File: config.mk
export PLATFORM = sky130hd
export DESIGN_NAME = cslot_ctrl
export DESIGN_NICKNAME = d
export VERILOG_FILES = /design/src/rtl/cslot_pkg.sv /design/src/rtl/cslot_regs.sv /design/src/rtl/cslot_tx.sv /design/src/rtl/cslot_rx.sv /design/src/rtl/cslot_ctrl.sv
export SDC_FILE = /design/constraint.sdc
export NUM_CORES = 1
export LEC_CHECK = 0
export BUFFER_PORTS_ARGS = -buffer_cell sky130_fd_sc_hd__buf_2
export CAP_MARGIN = 20
export CORE_UTILIZATION = 55
export CTS_BUF_LIST = sky130_fd_sc_hd__clkbuf_2
export CTS_CLUSTER_SIZE = 30
export DETAILED_ROUTE_END_ITERATION = 7
export HOLD_SLACK_MARGIN = 0.08
export PLACE_DENSITY_LB_ADDON = 0.3
export SLEW_MARGIN = 15
export SYNTH_ARGS = -nofsm -noshare
export SYNTH_HDL_FRONTEND = slang
export SYNTH_SLANG_ARGS = --single-unit
File: constraint.sdc
create_clock -name clk -period 6.7 [get_ports clk]
set_clock_uncertainty 0.1 [all_clocks]
set_input_delay 0 -clock clk [delete_from_list [all_inputs] [get_ports clk]]
set_output_delay 0 -clock clk [all_outputs]
set_load 0.1 [all_outputs]
File: src/rtl/cslot_pkg.sv
package cslot_pkg;
  localparam int TAG_W     = 16;
  localparam int SLOT_W    = 20;
  localparam int N_SLOTS   = 12;
  localparam int CA_W      = 7;
  localparam int CD_W      = 16;
  localparam int REQ_W     = N_SLOTS - 2;
  localparam int FRAME_LEN = TAG_W + N_SLOTS * SLOT_W;
  localparam int CNT_W     = $clog2(FRAME_LEN);
  localparam int HEAD_W    = TAG_W + 2 * SLOT_W;
  localparam int HIDX_W    = $clog2(HEAD_W);
  localparam int S1_END    = TAG_W + SLOT_W;
  localparam int S2_END    = HEAD_W;
  localparam int RW_POS    = 19;
  localparam int CA_LO     = 12;
  localparam int REQ_LO    = 2;

  typedef enum logic [1:0] {
    REG_CMDA = 2'd0,
    REG_CMDD = 2'd1,
    REG_CTRL = 2'd2,
    REG_STAT = 2'd3
  } reg_sel_e;

  typedef struct packed {
    logic            v1;
    logic            v2;
    logic            rw;
    logic [CA_W-1:0] ca;
    logic [CD_W-1:0] cd;
  } cmd_snap_t;
endpackage

File: src/rtl/cslot_regs.sv
module cslot_regs
  import cslot_pkg::*;
(
  input  logic             clk,
  input  logic             rst_n,
  input  logic             reg_we,
  input  logic [1:0]       reg_addr,
  input  logic [31:0]      reg_wdata,
  output logic [31:0]      reg_rdata,
  input  logic             clr_start_i,
  input  logic             rd_sent_i,
  input  logic             rsp_valid_i,
  input  logic [CA_W-1:0]  rsp_ca_i,
  input  logic [REQ_W-1:0] rsp_req_i,
  input  logic [CD_W-1:0]  rsp_cd_i,
  output logic             start_o,
  output logic             atomic_o,
  output logic             rw_o,
  output logic [CA_W-1:0]  ca_o,
  output logic [CD_W-1:0]  cd_o
);
  logic             rw_q, rw_d, start_q, start_d, atomic_q, atomic_d;
  logic             await_q, await_d, ready_q, ready_d;
  logic [CA_W-1:0]  ca_q, ca_d;
  logic [REQ_W-1:0] req_q, req_d;
  logic [CD_W-1:0]  cd_q, cd_d;
  logic             wr_a, wr_d, wr_c, wr_s, rsp_take;
  logic             en_a, en_d, en_c, en_flags;
  logic             unused_hi;

  assign unused_hi = ^reg_wdata[31:20];
  assign wr_a      = reg_we && (reg_addr == REG_CMDA);
  assign wr_d      = reg_we && (reg_addr == REG_CMDD);
  assign wr_c      = reg_we && (reg_addr == REG_CTRL);
  assign wr_s      = reg_we && (reg_addr == REG_STAT);
  assign rsp_take  = rsp_valid_i && await_q;

  assign en_a     = wr_a || rsp_take;
  assign en_d     = wr_d || rsp_take;
  assign en_c     = wr_c || clr_start_i;
  assign en_flags = rsp_take || rd_sent_i || wr_s;

  always_comb begin
    rw_d     = wr_a ? reg_wdata[RW_POS] : rw_q;
    ca_d     = rsp_take ? rsp_ca_i : (wr_a ? reg_wdata[CA_LO +: CA_W] : ca_q);
    req_d    = rsp_take ? rsp_req_i : req_q;
    cd_d     = rsp_take ? rsp_cd_i : (wr_d ? reg_wdata[CD_W-1:0] : cd_q);
    atomic_d = wr_c ? reg_wdata[1] : atomic_q;
    if (clr_start_i)                           start_d = 1'b0;
    else if (wr_c && reg_wdata[0] && !start_q) start_d = 1'b1;
    else                                       start_d = start_q;
    if (rsp_take)       await_d = 1'b0;
    else if (rd_sent_i) await_d = 1'b1;
    else                await_d = await_q;
    if (rsp_take)                  ready_d = 1'b1;
    else if (wr_s && reg_wdata[0]) ready_d = 1'b0;
    else                           ready_d = ready_q;
  end

  always_ff @(posedge clk or negedge rst_n) begin
    if (!rst_n) begin
      rw_q <= 1'b0; ca_q <= '0; req_q <= '0; cd_q <= '0;
      start_q <= 1'b0; atomic_q <= 1'b0; await_q <= 1'b0; ready_q <= 1'b0;
    end else begin
      if (en_a) begin
        rw_q  <= rw_d;
        ca_q  <= ca_d;
        req_q <= req_d;
      end
      if (en_d) cd_q <= cd_d;
      if (en_c) begin
        start_q  <= start_d;
        atomic_q <= atomic_d;
      end
      if (en_flags) begin
        await_q <= await_d;
        ready_q <= ready_d;
      end
    end
  end

  always_comb begin
    reg_rdata = '0;
    case (reg_addr)
      REG_CMDA: begin
        reg_rdata[RW_POS]             = rw_q;
        reg_rdata[CA_LO +: CA_W]      = ca_q;
        reg_rdata[REQ_LO +: REQ_W]    = req_q;
      end
      REG_CMDD: reg_rdata[CD_W-1:0] = cd_q;
      REG_CTRL: reg_rdata[1:0]      = {atomic_q, start_q};
      default:  reg_rdata[0]        = ready_q;
    endcase
  end

  assign start_o  = start_q;
  assign atomic_o = atomic_q;
  assign rw_o     = rw_q;
  assign ca_o     = ca_q;
  assign cd_o     = cd_q;

  p_resv_zero_r4: assert property (@(posedge clk) disable iff (!rst_n)
    (reg_addr == REG_CMDA) |-> (reg_rdata[31:20] == '0));
  p_start_sticky_r9: assert property (@(posedge clk) disable iff (!rst_n)
    (start_q && !clr_start_i) |=> start_q);
  p_ready_cause_r10: assert property (@(posedge clk) disable iff (!rst_n)
    $rose(ready_q) |-> $past(await_q));
  p_w1c_r12: assert property (@(posedge clk) disable iff (!rst_n)
    (wr_s && reg_wdata[0] && !rsp_take) |=> !ready_q);
endmodule

File: src/rtl/cslot_tx.sv
module cslot_tx
  import cslot_pkg::*;
(
  input  logic             clk,
  input  logic             rst_n,
  input  logic             start_i,
  input  logic             atomic_i,
  input  logic             rw_i,
  input  logic [CA_W-1:0]  ca_i,
  input  logic [CD_W-1:0]  cd_i,
  output logic [CNT_W-1:0] cnt_o,
  output logic             clr_start_o,
  output logic             rd_sent_o,
  output logic             sync_o,
  output logic             sdo_o
);
  logic [CNT_W-1:0]  cnt_q, cnt_d;
  cmd_snap_t         snap_q, snap_d;
  logic              half_q, half_d;
  logic              sync_q, sync_d, sdo_q, sdo_d;
  logic              last_w, load_w;
  logic [HEAD_W-1:0] head_w;
  logic [HIDX_W-1:0] hidx_w;
  logic [TAG_W-1:0]  tag_w;
  logic [SLOT_W-1:0] s1_w, s2_w;

  assign last_w      = (cnt_q == CNT_W'(FRAME_LEN - 1));
  assign load_w      = last_w && start_i && !snap_q.v1;
  assign clr_start_o = last_w && snap_q.v1;
  assign rd_sent_o   = clr_start_o && snap_q.rw;

  always_comb begin
    cnt_d  = last_w ? '0 : cnt_q + 1'b1;
    snap_d = snap_q;
    half_d = half_q;
    if (last_w) begin
      snap_d = '0;
      if (load_w) begin
        snap_d.rw = rw_i;
        snap_d.ca = ca_i;
        snap_d.cd = cd_i;
        if (rw_i) begin
          snap_d.v1 = 1'b1;
        end else if (atomic_i) begin
          snap_d.v1 = 1'b1;
          snap_d.v2 = 1'b1;
          half_d    = 1'b0;
        end else if (!half_q) begin
          snap_d.v2 = 1'b1;
          half_d    = 1'b1;
        end else begin
          snap_d.v1 = 1'b1;
          half_d    = 1'b0;
        end
      end
    end
  end

  always_comb begin
    tag_w  = {snap_q.v1 | snap_q.v2, snap_q.v1, snap_q.v2, {(TAG_W-3){1'b0}}};
    s1_w   = {snap_q.rw, snap_q.ca, {(SLOT_W-1-CA_W){1'b0}}} & {SLOT_W{snap_q.v1}};
    s2_w   = {snap_q.cd, {(SLOT_W-CD_W){1'b0}}} & {SLOT_W{snap_q.v2}};
    head_w = {tag_w, s1_w, s2_w};
    hidx_w = HIDX_W'(HEAD_W - 1) - cnt_q[HIDX_W-1:0];
    sdo_d  = (cnt_q < CNT_W'(HEAD_W)) ? head_w[hidx_w] : 1'b0;
    sync_d = (cnt_q < CNT_W'(TAG_W));
  end

  always_ff @(posedge clk or negedge rst_n) begin
    if (!rst_n) begin
      cnt_q  <= '0;
      snap_q <= '0;
      half_q <= 1'b0;
      sync_q <= 1'b0;
      sdo_q  <= 1'b0;
    end else begin
      cnt_q  <= cnt_d;
      sync_q <= sync_d;
      sdo_q  <= sdo_d;
      if (last_w) begin
        snap_q <= snap_d;
        half_q <= half_d;
      end
    end
  end

  assign cnt_o  = cnt_q;
  assign sync_o = sync_q;
  assign sdo_o  = sdo_q;

  p_sync_width_r2: assert property (@(posedge clk) disable iff (!rst_n)
    (cnt_q == CNT_W'(TAG_W + 1)) |-> (!sync_q && $past(sync_q)));
  p_atomic_pair_r6: assert property (@(posedge clk) disable iff (!rst_n)
    (load_w && atomic_i && !rw_i) |=> (snap_q.v1 && snap_q.v2));
  p_single_send_r9: assert property (@(posedge clk) disable iff (!rst_n)
    clr_start_o |=> !snap_q.v1);
endmodule

File: src/rtl/cslot_rx.sv
module cslot_rx
  import cslot_pkg::*;
(
  input  logic             clk,
  input  logic             rst_n,
  input  logic             sdi_i,
  input  logic [CNT_W-1:0] cnt_i,
  output logic             rsp_valid_o,
  output logic [CA_W-1:0]  rsp_ca_o,
  output logic [REQ_W-1:0] rsp_req_o,
  output logic [CD_W-1:0]  rsp_cd_o
);
  localparam int KEEP_W = CA_W + REQ_W;

  logic              sdi_q;
  logic [SLOT_W-1:0] sr_q, sr_nx;
  logic              tag_ok_q, tag_ok_d;
  logic [KEEP_W-1:0] s1_q, s1_d;
  logic              at_tag, at_s1, at_s2;
  logic              unused_lo;

  always_ff @(negedge clk or negedge rst_n) begin
    if (!rst_n) sdi_q <= 1'b0;
    else        sdi_q <= sdi_i;
  end

  assign sr_nx     = {sr_q[SLOT_W-2:0], sdi_q};
  assign unused_lo = ^sr_nx[1:0];
  assign at_tag    = (cnt_i == CNT_W'(TAG_W));
  assign at_s1     = (cnt_i == CNT_W'(S1_END));
  assign at_s2     = (cnt_i == CNT_W'(S2_END));

  always_comb begin
    tag_ok_d = at_tag ? (sr_nx[TAG_W-2] & sr_nx[TAG_W-3]) : tag_ok_q;
    s1_d     = at_s1 ? sr_nx[CA_LO+CA_W-1:REQ_LO] : s1_q;
  end

  always_ff @(posedge clk or negedge rst_n) begin
    if (!rst_n) begin
      sr_q     <= '0;
      tag_ok_q <= 1'b0;
      s1_q     <= '0;
    end else begin
      sr_q <= sr_nx;
      if (at_tag) tag_ok_q <= tag_ok_d;
      if (at_s1)  s1_q     <= s1_d;
    end
  end

  assign rsp_valid_o = at_s2 && tag_ok_q;
  assign rsp_ca_o    = s1_q[KEEP_W-1 -: CA_W];
  assign rsp_req_o   = s1_q[REQ_W-1:0];
  assign rsp_cd_o    = sr_nx[SLOT_W-1 -: CD_W];
endmodule

File: src/rtl/cslot_ctrl.sv
module cslot_ctrl
  import cslot_pkg::*;
(
  input  logic        clk,
  input  logic        rst_n,
  input  logic        reg_we,
  input  logic [1:0]  reg_addr,
  input  logic [31:0] reg_wdata,
  output logic [31:0] reg_rdata,
  output logic        sync_o,
  output logic        sdo_o,
  input  logic        sdi_i
);
  logic             rst_s1, rst_s2;
  logic [CNT_W-1:0] cnt_w;
  logic             clr_start_w, rd_sent_w, start_w, atomic_w, rw_w;
  logic [CA_W-1:0]  ca_w, rsp_ca_w;
  logic [CD_W-1:0]  cd_w, rsp_cd_w;
  logic [REQ_W-1:0] rsp_req_w;
  logic             rsp_valid_w;

  always_ff @(posedge clk or negedge rst_n) begin
    if (!rst_n) begin
      rst_s1 <= 1'b0;
      rst_s2 <= 1'b0;
    end else begin
      rst_s1 <= 1'b1;
      rst_s2 <= rst_s1;
    end
  end

  cslot_regs u_regs (
    .clk(clk), .rst_n(rst_s2), .reg_we(reg_we), .reg_addr(reg_addr),
    .reg_wdata(reg_wdata), .reg_rdata(reg_rdata),
    .clr_start_i(clr_start_w), .rd_sent_i(rd_sent_w),
    .rsp_valid_i(rsp_valid_w), .rsp_ca_i(rsp_ca_w), .rsp_req_i(rsp_req_w),
    .rsp_cd_i(rsp_cd_w), .start_o(start_w), .atomic_o(atomic_w),
    .rw_o(rw_w), .ca_o(ca_w), .cd_o(cd_w)
  );

  cslot_tx u_tx (
    .clk(clk), .rst_n(rst_s2), .start_i(start_w), .atomic_i(atomic_w),
    .rw_i(rw_w), .ca_i(ca_w), .cd_i(cd_w), .cnt_o(cnt_w),
    .clr_start_o(clr_start_w), .rd_sent_o(rd_sent_w),
    .sync_o(sync_o), .sdo_o(sdo_o)
  );

  cslot_rx u_rx (
    .clk(clk), .rst_n(rst_s2), .sdi_i(sdi_i), .cnt_i(cnt_w),
    .rsp_valid_o(rsp_valid_w), .rsp_ca_o(rsp_ca_w), .rsp_req_o(rsp_req_w),
    .rsp_cd_o(rsp_cd_w)
  );
endmodule

# Word level (Yosys, flattened, before mapping)

Cells that the tools add are included.

$add $sub $neg: 2
Magnitude comparators: 3
Equal/unequal tests: 7
Multiplexer cells: 25
Bitwise gates (word level): 5
Reductions and logical operators: 35

Operators by type and width:

| kind                                                        | count |
|---|---|
| AND 20 bit                                                  | 2 |
| two-way mux 16 bit                                          | 2 |
| case mux 14 bit (2 select lines)                            | 1 |
| two-way mux 26 bit                                          | 1 |
| == test 8 x 6 -> 1 bit (second input constant)              | 2 |
| AND reduction 2 bit                                         | 8 |
| two-way mux 7 bit                                           | 2 |
| logical AND 1 bit                                           | 13 |
| two-way mux 1 bit                                           | 13 |
| nonzero test 2 bit                                          | 5 |
| adder 8 x 1 -> 8 bit (second input constant)                | 1 |
| == test 8 x 5 -> 1 bit (second input constant)              | 1 |
| == test 8 bit (second input constant)                       | 1 |
| less-than comparator 8 x 5 -> 1 bit (second input constant) | 1 |
| less-than comparator 8 x 6 -> 1 bit (second input constant) | 1 |
| two-way mux 8 bit                                           | 1 |
| less-than comparator 6 x 7 -> 1 bit (second input constant) | 1 |
| binary-select mux 1 bit (select 6 bit)                      | 1 |
| subtractor 6 bit (first input constant)                     | 1 |
| logical OR 1 bit                                            | 5 |
| == test 2 bit (second input constant)                       | 2 |
| two-way mux 4 bit                                           | 1 |
| case mux 1 bit (3 select lines)                             | 1 |
| AND reduction 3 bit                                         | 1 |
| other kinds (8)                                             | 9 |

Register bits: 115
Input bits: 38
Output and inout bits: 34
Word-level logic and storage cells: 100

# Logic depth before layout (Yosys ltp)

Gate-level depths: netlist of the first run.

Depth in word-level cells: 6
Gate-level depth with buffers: 9
Depth with buffers taken out: 6

# Cells and area by module

Synthesis of the first run repeated with hierarchy kept, for this count alone.

Cell total of the unflattened synthesis: 444
Area, all modules: 5506.5 µm²

By module, submodules not included:

| module     | instances | cells an instance | area an instance (µm²) | seq. area each (µm²) |
|---|---|---|---|---|
| cslot_regs | 1         | 221               | 2342.2                 | 950.9 |
| cslot_tx   | 1         | 138               | 1754.2                 | 925.9 |
| cslot_rx   | 1         | 82                | 1356.3                 | 950.9 |
| cslot_ctrl | 1         | 3                 | 53.8                   | 50.0 |

==> results.toml, run 1 <==
[outcome]
outcome = "finished with violations"
violations = "DRC"

[synth]
syn_inst = 403
synthArstFlopShare_pct = 100
ys_ff_latch = 115
ys_seq_area_share_pct = 56.8
yosysUniqueCellTypes = 45
synth.avg_cell_area_sq_um = 12.6
yosysWarnings = 0
synth_area_sq_um = 5070
synth_area_leaders = "dfrtp_1, a22o_1, mux2i_1"
synth_edf_count = 0
synth_top_area_cell = "dfrtp_1"
ys.flop_type = "dfrtp_1"
synth_top_area_share_pct = 56.3

[detailed_routing]
detail-route-antenna-nets = 0
num_vias = 3532
wl_per_cell_um = 17.5
first_pass_iters = 6
drcViolationCount = 5
vias_per_cell = 5.71
drt_iter0_markers = 143
drt_wl_total_mm = 10.8

[power_and_ir_drop]
pwr-share-clk_pct = 31.2
p_switching_mw = 0.487
comb_power_share_pct = 15.9
ir_drop_v = 0.000255
power.leakage_nw = 2.97
internal_power_mw = 0.988
p_per_area_nw_per_um2 = 245
seqPwrFrac_pct = 52.9
p_sw_share_pct = 33.0

[critical_path]
rr_startpoint = "rst_s2"
crit_path_end_kind = "asynchronous set/reset pin"
critPathArrivalTime_ps = 1630
worst-path-max-fanout = 57
criticalPathCategory = "reg -> async"
cp.required_ps = 3990
start_kind = "register"
critPathLaunch = "rst_s2"

[floorplanning]
rows = 34
coreArea_sq_um = 8810
die_area_sq_um = 9610
chipWidth_um = 98.0
initial_utilization_pct = 57.6
fp.dieH_um = 98.0
io_pins = 72

[global_routing]
grt_pass1_wl_mm = 18.4
grt_pass1_vias = 3732
track_usage_pct = 25.0
grt_overflow = 0
antenna_found_initial = 0
grt_max_degree = 59

[clocking]
htree_levels = 4
cts_tree = "yes"
clk_pin_slew_ps = 190
clock_latency_ps = 660
clock_sinks = 115
cts_buffer_depth = 2
cts-root-buf = "clkbuf_2"
cts_made_buffers = 17
cts_setup_buffers = 0

[hold_path]
worstHoldStart = "reg_addr[0]"
worst_hold_path_type = "in -> reg"

[cells_and_area]
nets = 546
layout-drive-gt1-share_pct = 22.9
final_area_sq_um = 6030
n_antenna_cell = 0
fin_util_pct = 68.5
final_common_cell = "dfrtp_1"
area_delta_synth_final_pct = 19.0
final_cell_mix = "dfrtp_1, dlygate4sd3_1, buf_2, a22o_1, nor2_1"

[placement]
io_buffers = 47
routabilityCongestion = 0.827
placed_area_sq_um = 5260
hpwl_mm = 6.47

[timing]
setup_violations = 0
hold_viol = 0
rsz0062_at_grt = "false"
final_max_slew_viol_count = 0
holdWs_ps = 260
max-slew-margin-rel_pct = 32.6
fin_setup_tns_ps = 0
tightest_slew_ps = 1010

[run]
drv_cap = 0
## metal layers
layer / part of all wire, % / up-vias / GRT usage, %
li1: - / 1608 / -
met1: 43 / 1782 / 32.2
met2: 49 / 112 / 39.5
met3: 4.4 / 30 / 6.30
met4: 3.4 / 0 / 12.5
met5: 0 / - / 0
## worst paths after layout
kind / cells after the start / endpoint / slack, ps
max: 0 / u_rx.sdi_q / 2350
min in group asynchronous: 0 / u_rx.sr_q[13] / 300
max reg2reg: 0 / u_rx.sdi_q / 2350
min: 6 / u_regs.ready_q / 260
max in group clk: 0 / u_rx.sr_q[0] / 2890
min reg2reg: 0 / rst_s2 / 290
## power by group through the flow
stage               Sequential (mW)  Clock (mW)  Combinational [mW]
global placement              0.790           0               0.200
floorplan                     0.780           0               0.172
CTS                           0.780       0.471               0.232
global route                  0.787       0.499               0.248
finish                        0.780       0.460               0.235
detailed placement            0.793           0               0.203
## area by class of cell
| cell class | count | area (sq um) |
|---|---|---|
| timing repair buffer | 103 | 792 |
| fill | 638 | 2770 |
| sequential | 115 | 2880 |
| multi-input combinational | 250 | 1940 |
| tap | 108 | 135 |
| inverter | 11 | 41.3 |
| clock buffer | 18 | 90.1 |
| clock inverter | 14 | 153 |
## synth_stat cells (2+ instances only)
cell / instances
a2111oi_0: 3
a21oi_1: 26
a22o_1: 40
a22oi_1: 2
a31oi_1: 2
and2_1: 5
and3_1: 2
and4_1: 2
buf_2: 5
buf_4: 15
buf_6: 5
clkbuf_1: 12
conb_1: 2
dfrtp_1: 114
ha_1: 10
inv_1: 11
mux2_1: 3
mux2_2: 17
mux2_4: 10
mux2i_1: 28
mux4_2: 3
nand2_1: 12
nand3_1: 5
nand4_1: 4
nor2_1: 31
nor2b_1: 8
o21ai_0: 4
or3_1: 2
xnor2_1: 2
xor2_1: 3
## repair_timing
item / CTS / global route
gates resized for setup: 0 / 0
hold buffers: 53 / 0
endpoints found under the hold margin: 29 / 0
## stage by stage
step | std cells | total power, mW | setup WS (ps)
final | 619 | 1.48 | 2350
after detailed placement | 534 | 0.996 | 2420
after global placement | 533 | 0.990 | 2420
after floorplan | 414 | 0.952 | 1440
after global routing | 619 | 1.53 | 2170
after CTS | 619 | 1.48 | 2290
## state kept, by name (all words and copies together) (netlist names), 2 cells and up
register,cells
u_regs.cd_o,16
u_regs.req_q,10
u_tx.snap_q,24
u_rx.s1_q,17
u_tx.head_w,2
u_tx.cnt_o,8
u_rx.sr_q,19
u_regs.ca_o,7
## logic make-up after synthesis
group,Yosys count,synth area share [%]
flops,115,56.8
compound gates,82,11.8
simple gates,79,7.75
mux,61,14.3
buf+inv,49,5.92
fa+ha+maj,10,2.47
xor+xnor,5,0.864
other cells,2,0.148
Power figures use the tool's default switching activity.
==> inputs of run 2 (changes only) <==
--- a/config.mk
+++ b/config.mk
@@ -5,9 +5,10 @@
 export SDC_FILE = /design/constraint.sdc
 export NUM_CORES = 1
 export LEC_CHECK = 0
+export ABC_AREA = 1
 export BUFFER_PORTS_ARGS = -buffer_cell sky130_fd_sc_hd__buf_2
 export CAP_MARGIN = 20
-export CORE_UTILIZATION = 55
+export CORE_UTILIZATION = 54
 export CTS_BUF_LIST = sky130_fd_sc_hd__clkbuf_2
 export CTS_CLUSTER_SIZE = 30
 export DETAILED_ROUTE_END_ITERATION = 7
==> constraint.sdc (replaced) <==
create_clock -name clk -period 3.5 [get_ports clk]
set_clock_uncertainty 0.1 [all_clocks]
set_input_delay 0 -clock clk [delete_from_list [all_inputs] [get_ports clk]]
set_output_delay 0 -clock clk [all_outputs]
set_load 0.1 [all_outputs]
==> results.toml, run 2 <==
[timing]
fin_setup_tns_ps = 0
fmax_mhz = 358
fin_crit_sh_pct = 79.9
final_max_slew_viol_count = 0
hold_viol = 0
setup_violations = 0
period_needed_ps = 2790
tightest_slew_ps = 767
max-slew-margin-rel_pct = 48.9
rsz0062_at_grt = "false"

[synth]
synth.most_common_cell = "nand2_1"
synth.avg_cell_area_sq_um = 9.79
synth_area_leaders = "dfrtp_1, nand2_1, inv_1"
ys_seq_area_share_pct = 54.1
syn_inst = 543
yosysWarnings = 0
synthTopCellsByCount = "nand2_1, dfrtp_1, inv_1"
synthArstFlopShare_pct = 100
ys.flop_type = "dfrtp_1"
yosysUniqueCellTypes = 38
synth_top_area_share_pct = 53.6
synth_top_area_cell = "dfrtp_1"
ys_ff_latch = 115
synth_edf_count = 0
synth_area_sq_um = 5320

[floorplanning]
fp.dieH_um = 101
chipWidth_um = 101
io_pins = 72
initial_utilization_pct = 56.7
rows = 35
coreArea_sq_um = 9370
die_area_sq_um = 10200

[cells_and_area]
area_delta_synth_final_pct = 19.0
final_cell_mix = "nand2_1, dfrtp_1, inv_1, dlygate4sd3_1, buf_2"
regMostFlops = "u_tx.snap_q"
largest_reg_flops = 24
final_area_sq_um = 6330
layout-drive-gt1-share_pct = 20.6
final_common_cell = "nand2_1"
reg_top3 = "u_tx.snap_q: 24 flops, u_rx.sr_q: 19 flops, u_rx.s1_q: 17 flops"
n_antenna_cell = 0
nets = 689
nFillCells = 725

[clocking]
clk_pin_slew_ps = 180
cts_tree = "yes"
cts-root-buf = "clkbuf_2"
clock_latency_ps = 660
clock_sinks = 115
htree_levels = 4
cts_resized = 0
cts_made_buffers = 17
cts_buffer_depth = 2

[global_routing]
track_usage_pct = 27.8
antenna_found_initial = 0
grt_max_degree = 62
grt_pass1_wl_mm = 21.1
grt_pass1_vias = 4340
grt_overflow = 0

[outcome]
outcome = "completed"

[detailed_routing]
first_pass_iters = 6
wl_per_cell_um = 16.3
vias_per_cell = 5.44
detail-route-antenna-nets = 0
drt_iter0_markers = 314
drt_wl_total_mm = 12.8
num_vias = 4260
drcViolationCount = 0

[hold_path]
worst_hold_path_type = "in -> reg"
worstHoldStart = "reg_wdata[0]"
holdPathStages = 6
holdPathEnd = "u_regs.cd_o[0]"

[placement]
hpwl_mm = 7.78
routabilityCongestion = 0.955
placed_area_sq_um = 5540
io_buffers = 47

[critical_path]
cp.required_ps = 4020
critPathArrivalTime_ps = 3320
r2r_slack_ps = 770
rr_endpoint = "u_regs.ready_q"
cpMaxStageDelayCell = "ha_1"
reg2reg_depth = 8
worst-path-max-fanout = 16
rr_startpoint = "u_tx.cnt_o[4]"
crit_path_max_incr_delay_ps = 670
path_common_cell = "dlygate4sd3_1"
criticalPathCategory = "in -> reg"
crit_chain = "dlygate4sd3_1 > buf_2 > inv_1 > ha_1 > nand2_1 > inv_2 > nand2_1 > dlygate4sd3_1 > o21ai_0 > dlygate4sd3_1"
start_kind = "input pin"
crit_path_end_kind = "register"

[power_and_ir_drop]
p_per_area_nw_per_um2 = 454
ir_drop_v = 0.000296
power.leakage_nw = 3.22

[run]
drv_cap = 0
## run 2: changes by cell type after synthesis, sizes merged, moves of 14 or more
cell    change
nand2     +124
inv        +53
a22o       -40
o21ai      +40
nand3      +37
mux2i      -28
o211ai     +20
mux2       -16
a21oi      -14
## run 2: layout make-up
| type | instances | area [sq um] | share of cell area, % |
|---|---|---|---|
| flip-flops and latches | 115 | 2880 | 45.5 |
| clock inverters | 14 | 178 | 2.81 |
| inverters | 64 | 240 | 3.80 |
| clock buffers | 18 | 90.1 | 1.42 |
| well taps | 129 | 161 | 2.55 |
| multi-input cells | 339 | 1980 | 31.3 |
| repair buffers | 104 | 793 | 12.5 |
## run 2: power by group
group,switching [mW],internal [mW]
Clock,0.552,0.410
Sequential,0.0363,1.40
Combinational,0.346,0.123
## run 2: routing by layer
metal	share of wire, %	track usage [%]	vias up
met5	0	0	-
met4	2.9	14.5	0
met3	5.4	6.00	34
met2	50	45.6	189
met1	42	34.7	2092
li1	-	-	1945
## run 2: cell families after synthesis
logic type / share of synthesized area (%)
xor+xnor: 0.823
simple gates: 17.1
compound gates: 12.1
fa+ha+maj: 2.35
other cells: 0.141
buf+inv: 9.39
flops: 54.1
mux: 3.95
## run 2: worst max path at each step
| stage | start | end | slack [ps] | depth (start not counted) |
|---|---|---|---|---|
| 6_report | reg_addr[0] | u_regs.rw_o | 710 | 10 |
| 5_1_grt | u_tx.cnt_o[4] | u_regs.ready_q | 580 | 8 |
| 4_1_cts | reg_addr[0] | u_regs.rw_o | 800 | 10 |
| 3_5_place_dp | u_tx.cnt_o[0] | u_rx.s1_q[0] | 950 | 4 |
| 3_3_place_gp | u_tx.cnt_o[0] | u_rx.s1_q[8] | 980 | 4 |
| 2_1_floorplan | rst_s2 | u_rx.sdi_q | 500 | 0 |
## run 2: per-stage QoR
stage / total power, mW / std cells / worst slack [ps] / hold slack [ps] / util [%]
floorplan: 1.79 / 554 / 502 / -396 / -
global placement: 1.86 / 699 / 979 / -315 / 59.1
detailed placement: 1.87 / 699 / 946 / -312 / 59.1
CTS: 2.87 / 783 / 800 / 107 / 67.5
global route: 2.98 / 783 / 584 / 183 / 67.5
finish: 2.87 / 783 / 705 / 155 / 67.5
## run 2: critical path, delay by kind of cell
family / cells / cell delay (ps)
and+or+nand+nor: 2 / 370
AOI/OAI and AO/OA: 1 / 90
buffers and inverters: 6 / 2180
adders and majority gates: 1 / 670
## run 2: timing repair
| item | CTS | global route |
|---|---|---|
| endpoints found under the hold margin | 29 | 0 |
| setup buffers | 0 | 0 |
| hold buffers | 52 | 0 |
| setup endpoints to repair | 0 | 0 |
